<file path="config.mk">
export PLATFORM = sky130hd
export DESIGN_NAME = keyed_wdt
export DESIGN_NICKNAME = d
export VERILOG_FILES = /design/src/rtl/keyed_wdt_pkg.sv /design/src/rtl/keyed_wdt_ctrl.sv /design/src/rtl/keyed_wdt_dp.sv /design/src/rtl/keyed_wdt.sv
export SDC_FILE = /design/constraint.sdc
export NUM_CORES = 1
export LEC_CHECK = 0
export BUFFER_PORTS_ARGS = -buffer_cell sky130_fd_sc_hd__buf_2
export CAP_MARGIN = 25
export CORE_MARGIN = 5
export CORE_UTILIZATION = 35
export CTS_CLUSTER_DIAMETER = 100
export CTS_CLUSTER_SIZE = 8
export DETAILED_ROUTE_END_ITERATION = 10
export HOLD_SLACK_MARGIN = 0.1
export PLACE_DENSITY_LB_ADDON = 0.25
export SLEW_MARGIN = 40
export SYNTH_ARGS = -nofsm -noshare
export SYNTH_HDL_FRONTEND = slang
export SYNTH_SLANG_ARGS = --single-unit
export TNS_END_PERCENT = 30
</file>
<file path="constraint.sdc">
create_clock -name clk -period 4.9 [get_ports clk]
set_clock_uncertainty 0.1 [all_clocks]
set_input_delay 0.735 -clock clk [delete_from_list [all_inputs] [get_ports clk]]
set_output_delay 0.735 -clock clk [all_outputs]
set_load 0.05 [all_outputs]
</file>
<file path="src/rtl/keyed_wdt_pkg.sv">
package keyed_wdt_pkg;
  localparam int unsigned OFS_CFG  = 32'h04;
  localparam int unsigned OFS_LOAD = 32'h08;
  localparam int unsigned OFS_KICK = 32'h18;
  localparam int unsigned OFS_RUN  = 32'h1C;

  localparam logic [15:0] WR_KEY = 16'h1234;
  localparam int GROUPS = 3;
  localparam int KICK_W = 2 * GROUPS;

  typedef struct packed {
    logic commitCfg;
    logic reloadCnt;
    logic irqRefresh;
    logic runEn;
  } wdStrobe_t;
endpackage

</file>
<file path="src/rtl/keyed_wdt_ctrl.sv">
module keyed_wdt_ctrl
  import keyed_wdt_pkg::*;
#(
  parameter int ADDR_W  = 5,
  parameter int CNT_W   = 16,
  parameter int DIV_W   = 8,
  parameter int DEF_DIV = 16
) (
  input  logic              clk,
  input  logic              rstN,
  input  logic              wrEn,
  input  logic [ADDR_W-1:0] addr,
  input  logic [31:0]       wrData,
  output logic [31:0]       rdData,
  output logic [DIV_W-1:0]  cfgDivM1,
  output logic [CNT_W-1:0]  loadPend,
  output wdStrobe_t         strobes
);
  localparam logic [15:0]       CFG_RST  = 16'((DEF_DIV - 1) << 8);
  localparam logic [KICK_W-1:0] KICK_RST = KICK_W'(6'h15);

  logic [15:0]       cfgQ;
  logic [CNT_W-1:0]  loadQ;
  logic [KICK_W-1:0] kickQ;
  logic              runQ;
  logic              keyedWr, kickWr;
  logic [GROUPS-1:0] act;

  assign keyedWr = wrEn && (wrData[31:16] == WR_KEY);
  assign kickWr  = keyedWr && (addr == ADDR_W'(OFS_KICK));

  // Per-group toggle decode: acts only on a 1 <-> 2 change of the 2-bit code
  for (genvar g = 0; g < GROUPS; g++) begin : g_grp
    logic [1:0] oldC, newC;
    assign oldC = kickQ[2*g +: 2];
    assign newC = wrData[2*g +: 2];
    assign act[g] = kickWr && (((oldC == 2'd1) && (newC == 2'd2)) ||
                               ((oldC == 2'd2) && (newC == 2'd1)));
  end

  always_ff @(posedge clk or negedge rstN) begin
    if (!rstN) begin
      cfgQ  <= CFG_RST;
      loadQ <= '1;
      kickQ <= KICK_RST;
      runQ  <= 1'b0;
    end else if (keyedWr) begin
      if (addr == ADDR_W'(OFS_CFG))  cfgQ  <= wrData[15:0];
      if (addr == ADDR_W'(OFS_LOAD)) loadQ <= wrData[CNT_W-1:0];
      if (addr == ADDR_W'(OFS_KICK)) kickQ <= wrData[KICK_W-1:0];
      if (addr == ADDR_W'(OFS_RUN))  runQ  <= wrData[0];
    end
  end

  always_comb begin
    rdData = '0;
    if (addr == ADDR_W'(OFS_CFG))  rdData[15:0]       = cfgQ;
    if (addr == ADDR_W'(OFS_LOAD)) rdData[CNT_W-1:0]  = loadQ;
    if (addr == ADDR_W'(OFS_KICK)) rdData[KICK_W-1:0] = kickQ;
    if (addr == ADDR_W'(OFS_RUN))  rdData[0]          = runQ;
  end

  assign cfgDivM1          = cfgQ[8 +: DIV_W];
  assign loadPend          = loadQ;
  assign strobes.commitCfg  = act[2];
  assign strobes.reloadCnt  = act[1];
  assign strobes.irqRefresh = act[0];
  assign strobes.runEn      = runQ;

  // a key-less write leaves every register as it was
  p_key_gate_r1: assert property (@(posedge clk) disable iff (!rstN)
    (wrEn && (wrData[31:16] != WR_KEY)) |=>
      ($stable(cfgQ) && $stable(loadQ) && $stable(kickQ) && $stable(runQ)));

  // a reload strobe is always accompanied by a real change of that group's code
  p_toggle_only_r4: assert property (@(posedge clk) disable iff (!rstN)
    strobes.reloadCnt |=> (kickQ[3:2] != $past(kickQ[3:2])));

  // a commit strobe only ever follows a code of 1 or 2 in group 5:4
  p_commit_code_r6: assert property (@(posedge clk) disable iff (!rstN)
    strobes.commitCfg |=> ((kickQ[5:4] == 2'd1) || (kickQ[5:4] == 2'd2)));
endmodule

</file>
<file path="src/rtl/keyed_wdt_dp.sv">
module keyed_wdt_dp
  import keyed_wdt_pkg::*;
#(
  parameter int CNT_W   = 16,
  parameter int DIV_W   = 8,
  parameter int DEF_DIV = 16
) (
  input  logic             clk,
  input  logic             rstN,
  input  logic             tickEn,
  input  logic [DIV_W-1:0] cfgDivM1,
  input  logic [CNT_W-1:0] loadPend,
  input  wdStrobe_t        strobes,
  output logic             resetReq,
  output logic             irqPulse
);
  localparam logic [DIV_W-1:0] DIV_RST = DIV_W'(DEF_DIV - 1);

  logic [DIV_W-1:0] divM1Q, preQ;
  logic [CNT_W-1:0] loadActQ, cntQ;
  logic             divTick, runEn, restart;

  assign runEn   = strobes.runEn;
  assign restart = strobes.commitCfg || strobes.reloadCnt;
  assign divTick = tickEn && (preQ == divM1Q);

  always_ff @(posedge clk or negedge rstN) begin
    if (!rstN) begin
      divM1Q   <= DIV_RST;
      loadActQ <= '1;
      cntQ     <= '1;
      preQ     <= '0;
      resetReq <= 1'b0;
      irqPulse <= 1'b0;
    end else begin
      resetReq <= 1'b0;
      irqPulse <= strobes.irqRefresh;
      if (strobes.commitCfg) divM1Q   <= cfgDivM1;
      if (strobes.reloadCnt) loadActQ <= loadPend;

      if (restart)                preQ <= '0;
      else if (runEn && tickEn)   preQ <= divTick ? '0 : preQ + 1'b1;

      if (strobes.reloadCnt) begin
        cntQ <= loadPend;
      end else if (runEn && divTick) begin
        if (cntQ == '0) begin
          cntQ     <= loadActQ;
          resetReq <= 1'b1;
        end else begin
          cntQ <= cntQ - 1'b1;
        end
      end
    end
  end

  // a reset request only follows a running tick that found the count at zero
  p_pulse_from_zero_r7: assert property (@(posedge clk) disable iff (!rstN)
    resetReq |-> ($past(cntQ) == '0 && $past(runEn) && $past(tickEn)));

  // an ordinary divided tick removes exactly one count
  p_single_step_r7: assert property (@(posedge clk) disable iff (!rstN)
    (runEn && divTick && !strobes.reloadCnt && cntQ != '0) |=> (cntQ == $past(cntQ) - 1'b1));

  // a reload lands the pending count in the counter
  p_reload_value_r5: assert property (@(posedge clk) disable iff (!rstN)
    strobes.reloadCnt |=> (cntQ == $past(loadPend)));

  // a stopped watchdog holds its count and prescaler
  p_frozen_r8: assert property (@(posedge clk) disable iff (!rstN)
    (!runEn && !restart) |=> ($stable(cntQ) && $stable(preQ)));

  // the interrupt-value pulse answers a group 1:0 toggle
  p_irq_source_r9: assert property (@(posedge clk) disable iff (!rstN)
    irqPulse |-> $past(strobes.irqRefresh));
endmodule

</file>
<file path="src/rtl/keyed_wdt.sv">
module keyed_wdt
  import keyed_wdt_pkg::*;
#(
  parameter int ADDR_W  = 5,
  parameter int CNT_W   = 16,
  parameter int DIV_W   = 8,
  parameter int DEF_DIV = 16
) (
  input  logic              clk,
  input  logic              rstN,
  input  logic              tickEn,
  input  logic              wrEn,
  input  logic [ADDR_W-1:0] addr,
  input  logic [31:0]       wrData,
  output logic [31:0]       rdData,
  output logic              resetReq,
  output logic              irqPulse
);
  wdStrobe_t        strobes;
  logic [DIV_W-1:0] cfgDivM1;
  logic [CNT_W-1:0] loadPend;

  keyed_wdt_ctrl #(.ADDR_W(ADDR_W), .CNT_W(CNT_W), .DIV_W(DIV_W), .DEF_DIV(DEF_DIV)) u_ctrl (
    .clk(clk), .rstN(rstN), .wrEn(wrEn), .addr(addr), .wrData(wrData),
    .rdData(rdData), .cfgDivM1(cfgDivM1), .loadPend(loadPend), .strobes(strobes)
  );

  keyed_wdt_dp #(.CNT_W(CNT_W), .DIV_W(DIV_W), .DEF_DIV(DEF_DIV)) u_dp (
    .clk(clk), .rstN(rstN), .tickEn(tickEn), .cfgDivM1(cfgDivM1), .loadPend(loadPend),
    .strobes(strobes), .resetReq(resetReq), .irqPulse(irqPulse)
  );
endmodule

</file>
==> results of run 1 <==
## power groups by stage
stage	Sequential [mW]	Combinational (mW)	Clock, mW
6_report	0.737	0.0755	0.694
3_5_place_dp	0.749	0.0766	0
2_1_floorplan	0.749	0.0474	0
3_3_place_gp	0.749	0.0751	0
4_1_cts	0.737	0.0766	0.710
5_1_grt	0.737	0.0830	0.737
## area by class of cell
cell class	count	area share [%]
multi-input combinational	347	42.4
sequential	89	41.4
timing repair buffer	64	6.14
clock buffer	10	4.12
tap	180	4.05
clock inverter	6	1.24
inverter	10	0.675
## layer usage
| layer | track usage [%] | vias up | routed length (um) |
|---|---|---|---|
| met5 | 0 | - | 0 |
| met4 | 5.31 | 0 | 196 |
| met3 | 2.84 | 15 | 384 |
| met2 | 25.1 | 71 | 6000 |
| met1 | 20.4 | 1890 | 5440 |
| li1 | - | 1786 | - |
## worst paths after layout
kind                       slack, ps         startpoint           endpoint
setup / recovery                1420            addr[1]          rdData[6]
hold / removal                   360               rstN     u_ctrl.cfgQ[3]
hold reg to reg                  360  u_dp.loadActQ[14]  u_dp.loadActQ[14]
max in group asynchronous       3400               rstN      u_dp.cntQ[12]
min in group clk                 360  u_dp.loadActQ[14]  u_dp.loadActQ[14]
setup reg to reg                2590     u_dp.divM1Q[3]      u_dp.cntQ[15]
## sequential cells by signal (all words and copies together) (netlist names)
name,flops
u_ctrl.kickQ,6
u_ctrl.runQ,1
u_dp.divM1Q,8
u_dp.irqPulse,1
u_ctrl.loadPend,16
u_ctrl.cfgQ,16
u_dp.cntQ,16
u_dp.resetReq,1
u_dp.preQ,8
u_dp.loadActQ,16
## stage by stage
stage	util (%)	worst slack [ps]	std cells	power (mW)	area (um^2)
4_1_cts	40.5	1420	706	1.52	5560
5_1_grt	40.5	1320	706	1.56	5560
3_5_place_dp	38.3	1420	690	0.826	5260
3_3_place_gp	38.1	1490	687	0.824	5220
6_report	40.5	1420	706	1.51	5560
2_1_floorplan	-	1500	481	0.797	4900
## layout by cell type, fill, tap and decap left out, types with 5 or more instances in the layout
| cell | count |
|---|---|
| nand2_1 | 61 |
| dfstp_2 | 59 |
| buf_2 | 57 |
| mux2_2 | 48 |
| dfrtp_1 | 30 |
| o21ai_0 | 27 |
| a21oi_1 | 23 |
| nor2_1 | 22 |
| conb_1 | 16 |
| inv_1 | 10 |
| a22o_1 | 10 |
| o21ai_1 | 10 |
| clkbuf_16 | 9 |
| xor2_1 | 8 |
| nor4_1 | 8 |
| mux2i_1 | 7 |
| nand3_1 | 7 |
| or3_1 | 7 |
| or4_1 | 7 |
| a21o_1 | 7 |
| nor4bb_1 | 6 |
| buf_4 | 6 |
| nor3_1 | 5 |
## critical path, delay by kind of cell
family,cells,cell delay [ps]
AO/OA/AOI/OAI,1,270
buffers and inverters,2,380
AND/OR/NAND/NOR,3,1250
## cells by family after synthesis
group	after synthesis	share of synthesized area (%)
xor gates and xnor gates	8	1.45
buffers and inverters	45	5.32
other	1	0.0774
muxes	55	12.6
DFF	89	47.5
adders and majority gates	3	0.775
and+or+nand+nor	160	18.5
AOI/OAI and AO/OA	105	13.8
==> summary.txt, run 1 <==
Power
  • LEAKAGE: 2.57 nW
  • Sw Share: 23.6%
  • Flop pwr share: between 40% and 50%
  • Maximum VDD drop: 0.000155 V
  • P per Cell Area: between 200 and 300 nW/um^2
  • Switching pwr: 0.355 mW
  • Gate power share: about 5.0%
  • Cell internal pwr: about 1.2 mW
  • Clk network pwr share: 46.1%

Placed design
  • IO Port Bufs: 58
  • Post-DP HPWL: 8710 um
  • RD Place Congestion: 0.809

Synthesis
  • Synth Cell Area: 4840 um^2
  • Mean Syn Cell Area: 10.4 um^2
  • Ys Warns: 0
  • Commonest cells post-synth: nand2_1 (61), dfstp_2 (59), mux2_2 (48), dfrtp_1 (30), o21ai_0 (27)
  • Ranking of synthesized cells by area: dfstp_2 (32%), dfrtp_1 (16%), mux2_2 (11%), nand2_1 (4.7%), o21ai_0 (2.8%)
  • Top_reg_cell synth: dfstp_2
  • Top-count cell post-synth: nand2_1
  • Area share of the largest cell type after synthesis: 32.0%
  • Synth cell types: 63
  • Post-Syn Instances: 466
  • Post-synth EDFFs: 0
  • Sequential-to-total area share from yosys stat: a little under half
  • Yosys top cell by area: dfstp_2
  • Yosys reg bits: 89
  • Ys async rst share: 100%

Critical path
  • Worst reg-to-reg path cell count: 5
  • Crit. End Element: output pin
  • CP max FO: 10
  • CP Cell Sequence: buf_2 > nor2_1 > nand3b_1 > nor2_1 > a22o_1 > buf_2
  • Setup crit start kind: input port
  • CP max stage delay: ~760 ps
  • WP data required: 4070 ps
  • Critical path arrival: between 2000 and 3000 ps
  • Type of the worst setup path: in -> out
  • Slowest CP cell: nor2_1

Cells and area
  • Area grow syn2layout: 14.8%
  • N_diodes: 0
  • Multi-input gate area: about 2400 um^2
  • FF/Latch Area: ~2300 um^2
  • Share of post-route cells with drive strength above 1: approximately two fifths
  • Layout fillers: about 1300
  • # nets final: 565

Outcome
  • Status: finished clean

Clock network
  • Clock tree buffer depth: 2
  • Num CTS Buffers: 9
  • H-Tree Depth: 3
  • Clock Root Buffer: clkbuf_16
  • Total clock sinks: 89
  • Worst-skew pair later-pin latency: 350 ps
  • TritonCTS clock tree: yes
  • Clk slew on worst S/H paths: roughly 70 ps
  • Post-CTS Hold Fix Bufs: 0
  • Post_cts resized: 0
  • Post-CTS Setup Bufs: 0

Min path
  • Worst hold path class: in -> async

Drt
  • DRC Markers: 0
  • Final WL: 12000 um
  • Via count: ~3800
  • Wirelength per Cell: 17.0 um
  • Starting DRC count in detailed routing: 198
  • Avg Vias per Cell: 5.33
  • Post-route ant nets: 0
  • Router iterations before antenna repair: 4

Timing
  • Max frequency: 0.287 GHz
  • Fin crit share: approximately 71%
  • Endpoints failing hold: 0
  • Fin Hold WS: about 360 ps
  • Slew HR: 45.1%
  • Post-layout min period: 3480 ps
  • RSZ-0062 raised after global routing: false
  • Worst-margin pin slew: about 800 ps
  • Final slew viol count: 0
  • Final Setup Violations: 0
  • Setup TNS: 0 ps

Die
  • Io pins: 75
  • Initial Util: 35.3%
  • Num rows: 43
  • DIE HEIGHT: 128 um
  • Core area: between 10000 and 15000 um^2
  • Die area: 16300 um^2
  • Die X: around 130 um

Flow run
  • # Max-Cap Violations: 0

Global route
  • Gr ovfl total: 0
  • Total GRT Usage: between 10% and 20%
  • Number of global-route vias before repair: around 3800
  • Largest net degree at the start of global routing: 56
  • First-pass GRT wire length: roughly 20000 um
  • Initial antenna violation count: 0
Power figures use the tool's default switching activity.
==> run 2, diff against run 1 <==
- clock period: 4.9 -> 3.19 ns (I/O delays scaled with it)
==> run 2 against run 1 <==
Largest power group is now clock. Wire length rose by 1.3%. Global-route usage rose by 0.090 points. Sequential share of layout area shrank 0.61 points. Count of clock-buffer cells in the layout rose by 2.
==> summary.txt, run 2 (synthesized netlist as in run 1, its figures left out) <==
Outcome
  • Status: finished clean (unchanged)

Drt
  • Router iterations before antenna repair: 4 (unchanged)
  • Final WL: 12200 um (was 12000 um)
  • Avg Vias per Cell: 5.30 (was 5.33)
  • Wirelength per Cell: 17.1 um (was 17.0 um)
  • Via count: 3779 (was 3762)
  • Post-route ant nets: 0 (unchanged)
  • DRC Markers: 0 (unchanged)
  • Starting DRC count in detailed routing: 169 (was 198)

Critical path
  • Critical path arrival: 1920 ps (was 2650 ps)
  • Cell family with most CP delay: simple AND/OR/NAND/NOR gates (unchanged)
  • WP data required: 2610 ps (was 4070 ps)
  • Worst reg-to-reg path cell count: 8 (was 5)
  • Crit. End Element: output pin (unchanged)
  • CP max stage delay: 350 ps (was 760 ps)
  • Worst path bufs/invs: 3 (was 2)
  • CP Depth: 7 (was 6)
  • Setup crit start kind: input port (unchanged)
  • Type of the worst setup path: in -> out (unchanged)
  • CP max FO: 10 (unchanged)
  • Slowest CP cell: nand3b_1 (was nor2_1)
  • CP Cell Sequence: buf_2 > nor2_1 > nand3b_1 > nor2_1 > buf_4 > a22o_1 > buf_2 (was buf_2 > nor2_1 > nand3b_1 > nor2_1 > a22o_1 > buf_2)

Timing
  • Setup TNS: 0 ps (unchanged)
  • Post-layout min period: 2500 ps
  • Fin crit share: 78.3%
  • Max frequency: 0.400 GHz
  • Final Setup Violations: 0 (unchanged)
  • Final slew viol count: 0 (unchanged)
  • Final setup margin: 693 ps (was 1420 ps)
  • RSZ-0062 raised after global routing: false (unchanged)
  • Worst-margin pin slew: 819 ps (was 820 ps)
  • Slew HR: 45.4% (was 45.1%)
  • Endpoints failing hold: 0 (unchanged)

Global route
  • Gr ovfl total: 0 (unchanged)
  • Initial antenna violation count: 0 (unchanged)
  • Total GRT Usage: 15.4% (was 15.3%)
  • Number of global-route vias before repair: 3799 (was 3814)
  • First-pass GRT wire length: 20100 um (was 19900 um)
  • Largest net degree at the start of global routing: 50 (was 56)

Cells and area
  • Area grow syn2layout: 16.5% (was 14.8%)
  • Layout fillers: 1322 (was 1296)
  • FF/Latch Area: 2300 um^2 (unchanged)
  • Multi-input gate area: 2340 um^2 (was 2360 um^2)
  • Most common cell after layout, fill and taps aside: nand2_1 (unchanged)
  • Most frequent cells in the layout: nand2_1 (61), dfstp_2 (59), buf_2 (57) (unchanged)
  • Share of post-route cells with drive strength above 1: 40.2% (was 39.4%)
  • # nets final: 572 (was 565)
  • N_diodes: 0 (unchanged)

Flow run
  • # Max-Cap Violations: 0 (unchanged)

Die
  • Die area: 16300 um^2 (unchanged)
  • DIE HEIGHT: 128 um (unchanged)
  • Num rows: 43 (unchanged)
  • Io pins: 75 (unchanged)
  • Die X: 128 um (unchanged)
  • Initial Util: 35.3% (unchanged)
  • Core area: 13700 um^2 (unchanged)

Min path
  • Worst hold path class: in -> reg (was in -> async)
  • Hold Path Stages: 2

Clock network
  • Num CTS Buffers: 9 (unchanged)
  • Clock tree buffer depth: 2 (unchanged)
  • Clock Root Buffer: clkbuf_16 (unchanged)
  • Post_cts resized: 0 (unchanged)
  • Clk slew on worst S/H paths: 60 ps (was 70 ps)
  • Worst-skew pair later-pin latency: 350 ps (about the same)
  • H-Tree Depth: 3 (unchanged)
  • TritonCTS clock tree: yes (unchanged)
  • Total clock sinks: 89 (unchanged)

Placed design
  • Pre-CTS WS: 618 ps (was 1420 ps)
  • Post-DP HPWL: 8780 um (was 8710 um)
  • IO Port Bufs: 58 (unchanged)
  • RD Place Congestion: 0.784 (was 0.809)

Power
  • Maximum VDD drop: 0.000292 V (was 0.000155 V)
  • LEAKAGE: 2.63 nW (was 2.57 nW)
  • P per Cell Area: 433 nW/um^2 (was 271 nW/um^2)
[run 2: cell types whose count changed in the layout (fill, tap and decap cells not counted), sizes merged]
| cell | before | now |
|---|---|---|
| bufinv | 1 | 2 |
| clkinv | 4 | 2 |
| buf | 64 | 70 |
| dlygate4sd3 | 0 | 1 |
| clkbuf | 10 | 12 |
| clkinvlp | 1 | 0 |
[run 2: cell type report]
| type | instances | share of cell area (%) |
|---|---|---|
| flip-flops and latches | 89 | 40.8 |
| multi-input cells | 347 | 41.6 |
| clock buffers | 12 | 4.72 |
| repair buffers | 71 | 6.96 |
| clock inverters | 4 | 1.31 |
| well taps | 180 | 3.99 |
| inverters | 10 | 0.665 |
[run 2: worst paths after layout]
kind	from	end	slack (ps)
worst min register to register	u_dp.loadActQ[15]	u_dp.loadActQ[15]	360
worst max-delay path	addr[1]	rdData[15]	690
min in group asynchronous	rstN	u_ctrl.cfgQ[15]	630
worst min-delay path	wrData[12]	u_ctrl.cfgQ[12]	280
worst max register to register	u_dp.cntQ[0]	u_dp.cntQ[0]	820
max in group asynchronous	rstN	u_ctrl.loadPend[3]	1620
[run 2: metrics by stage]
step           utilization, %  cell area [um^2]  power (mW)  hold WS [ps]  std cells
6_report                 41.1              5640        2.44           285        713
3_5_place_dp             38.6              5290        1.27           351        696
4_1_cts                  41.1              5640        2.47           269        713
3_3_place_gp             38.6              5290        1.27           344        696
2_1_floorplan               -              4900        1.22          82.9        481
5_1_grt                  41.1              5640        2.54           277        713
[run 2: routing by layer]
metal	global-route usage, %	vias to the layer above	wire length, um
met3	3.80	10	577
met2	24.6	82	5770
met1	21.0	1893	5700
met5	0	-	0
met4	4.06	0	123
li1	-	1794	-
[run 2: where the power goes]
part | total [mW] | internal, mW | switching, mW
logic | 0.120 | 0.0296 | 0.0906
clock network | 1.19 | 0.750 | 0.438
registers | 1.13 | 1.13 | 0.0000570
[run 2: what timing repair did]
action | CTS | global route
hold endpoints to repair | 16 | 0
setup buffers | 0 | 0
hold buffers | 1 | 0
==> run 3, diff against run 2 <==
- clock period: 3.19 -> 2.6 ns (I/O delays scaled with it)
==> run 3 against run 2 <==
Clock power is 4% higher. Critical path depth is 1 higher. Flip-flop and latch count stayed put. Wire length is 1.9% lower. Largest cell class unchanged. Highest routed layer unchanged.
==> summary.txt, run 3 (synthesized netlist as in run 1, its figures left out) <==
Timing
  • Fin Hold WS: 199 ps (was 285 ps)
  • RSZ-0062 raised after global routing: false (unchanged)
  • Final Setup Violations: 0 (unchanged)
  • Max frequency: ~0.43 GHz
  • Final slew viol count: 0 (unchanged)
  • Setup TNS: 0 ps (unchanged)
  • Endpoints failing hold: 0 (unchanged)
  • Slew HR: 52.4% (was 45.4%)
  • Final setup margin: 288 ps (was 693 ps)
  • Worst-margin pin slew: 707 ps (was 819 ps)
  • Post-layout min period: 2310 ps
  • Fin crit share: 88.9%

Outcome
  • Status: finished clean (unchanged)

Clock network
  • Total clock sinks: 89 (unchanged)
  • Num CTS Buffers: 9 (unchanged)
  • Clock Root Buffer: clkbuf_16 (unchanged)
  • Worst-skew pair later-pin latency: 340 ps (was 350 ps)
  • Clock tree buffer depth: 2 (unchanged)
  • Post-CTS Setup Bufs: 0 (unchanged)
  • H-Tree Depth: 3 (unchanged)
  • TritonCTS clock tree: yes (unchanged)
  • Clk slew on worst S/H paths: 70 ps (was 60 ps)

Power
  • Maximum VDD drop: 0.000282 V (was 0.000292 V)
  • LEAKAGE: 2.64 nW (was 2.63 nW)
  • P per Cell Area: 489 nW/um^2 (was 433 nW/um^2)

Global route
  • Number of global-route vias before repair: 4021 (was 3799)
  • Gr ovfl total: 0 (unchanged)
  • Initial antenna violation count: 0 (unchanged)
  • First-pass GRT wire length: 20100 um (about the same)
  • Total GRT Usage: 15.3% (was 15.4%)
  • Largest net degree at the start of global routing: 41 (was 50)

Drt
  • Router iterations before antenna repair: 4 (unchanged)
  • DRC Markers: 0 (unchanged)
  • Wirelength per Cell: 16.6 um (was 17.1 um)
  • Avg Vias per Cell: 5.23 (was 5.30)
  • Post-route ant nets: 0 (unchanged)
  • Final WL: 12000 um (was 12200 um)
  • Via count: 3768 (was 3779)
  • Starting DRC count in detailed routing: 178 (was 169)

Critical path
  • Type of the worst setup path: reg -> reg (was in -> out)
  • Crit. End Element: register (was output pin)
  • CP max FO: 10 (unchanged)
  • Setup crit start kind: register (was input port)
  • WP data required: 2750 ps (was 2610 ps)
  • Critical path arrival: 2470 ps (was 1920 ps)

Cells and area
  • Most frequent cells in the layout: nand2_1 (61), dfstp_2 (59), buf_2 (57) (unchanged)
  • Most common cell after layout, fill and taps aside: nand2_1 (unchanged)
  • Share of post-route cells with drive strength above 1: 40.7% (was 40.2%)
  • N_diodes: 0 (unchanged)
  • Area grow syn2layout: 17.2% (was 16.5%)
  • # nets final: 579 (was 572)
  • Layout fillers: 1357 (was 1322)

Flow run
  • # Max-Cap Violations: 0 (unchanged)

Die
  • Io pins: 75 (unchanged)
  • Die area: 16300 um^2 (unchanged)
  • Core area: 13700 um^2 (unchanged)
  • Die X: 128 um (unchanged)
  • Num rows: 43 (unchanged)
  • Initial Util: 35.3% (unchanged)
  • DIE HEIGHT: 128 um (unchanged)

Placed design
  • Pre-CTS WS: 335 ps (was 618 ps)
  • Post-DP HPWL: 8730 um (was 8780 um)
  • IO Port Bufs: 58 (unchanged)
  • RD Place Congestion: 0.790 (was 0.784)

Min path
  • Worst hold path class: in -> reg (unchanged)
## run 3: cell types whose count changed in the layout (fill, tap and decap cells not counted), sizes merged
cell	previous run	this run
buf	70	77
clkinvlp	0	3
bufinv	2	0
clkbuf	12	11
clkinv	2	1
inv	10	11
## run 3: per-layer routing
| layer | up-vias | track usage, % | wire [um] |
|---|---|---|---|
| met1 | 1865 | 20.3 | 5640 |
| met2 | 83 | 25.3 | 5760 |
| met5 | - | 0 | 0 |
| met3 | 12 | 2.09 | 396 |
| met4 | 0 | 5.99 | 153 |
| li1 | 1808 | - | - |
## run 3: final timing paths
kind | from | end | slack (ps) | depth (start not counted)
max | u_dp.cntQ[0] | u_dp.cntQ[9] | 290 | 8
min | wrData[10] | u_ctrl.cfgQ[10] | 200 | 2
max reg2reg | u_dp.cntQ[0] | u_dp.cntQ[9] | 290 | 8
min reg2reg | u_dp.loadActQ[14] | u_dp.loadActQ[14] | 350 | 2
max in group asynchronous | rstN | u_ctrl.loadPend[9] | 1420 | 3
min in group asynchronous | rstN | u_ctrl.cfgQ[3] | 390 | 2
## run 3: through the flow
| step | instance area [um^2] | utilization, % | total power [mW] | cells |
|---|---|---|---|---|
| after floorplan | 4900 | - | 1.50 | 481 |
| after global placement | 5380 | 39.2 | 1.56 | 703 |
| after detailed placement | 5380 | 39.2 | 1.56 | 703 |
| after CTS | 5670 | 41.4 | 2.82 | 720 |
| after global routing | 5670 | 41.4 | 2.89 | 720 |
| final | 5670 | 41.4 | 2.78 | 720 |
## run 3: critical path, stage by stage, from the launching register on
cell and delay, ps:
dfstp_2 400, inv_1 80, ha_1 190, nor4b_1 370, nand4_1 410, buf_4 310, o31ai_1 70, a21oi_1 90
o21ai_0 200
## run 3: power by group
| group | switching (mW) | internal [mW] |
|---|---|---|
| Combinational | 0.112 | 0.0390 |
| Sequential | 0.0000689 | 1.39 |
| Clock | 0.557 | 0.679 |
## run 3: timing repair
item                      in CTS  in global routing
hold buffers                   1                  0
gates resized for setup        0                  0
hold endpoints to repair       8                  0
## run 3: layout make-up
class                      count  area [um^2]  share of cell area (%)
inverter                      10         37.5                   0.662
clock inverter                 5         40.0                   0.706
multi-input combinational    347         2340                    41.3
timing repair buffer          78          483                    8.51
clock buffer                  11          243                    4.28
tap                          180          225                    3.97
sequential                    89         2300                    40.6
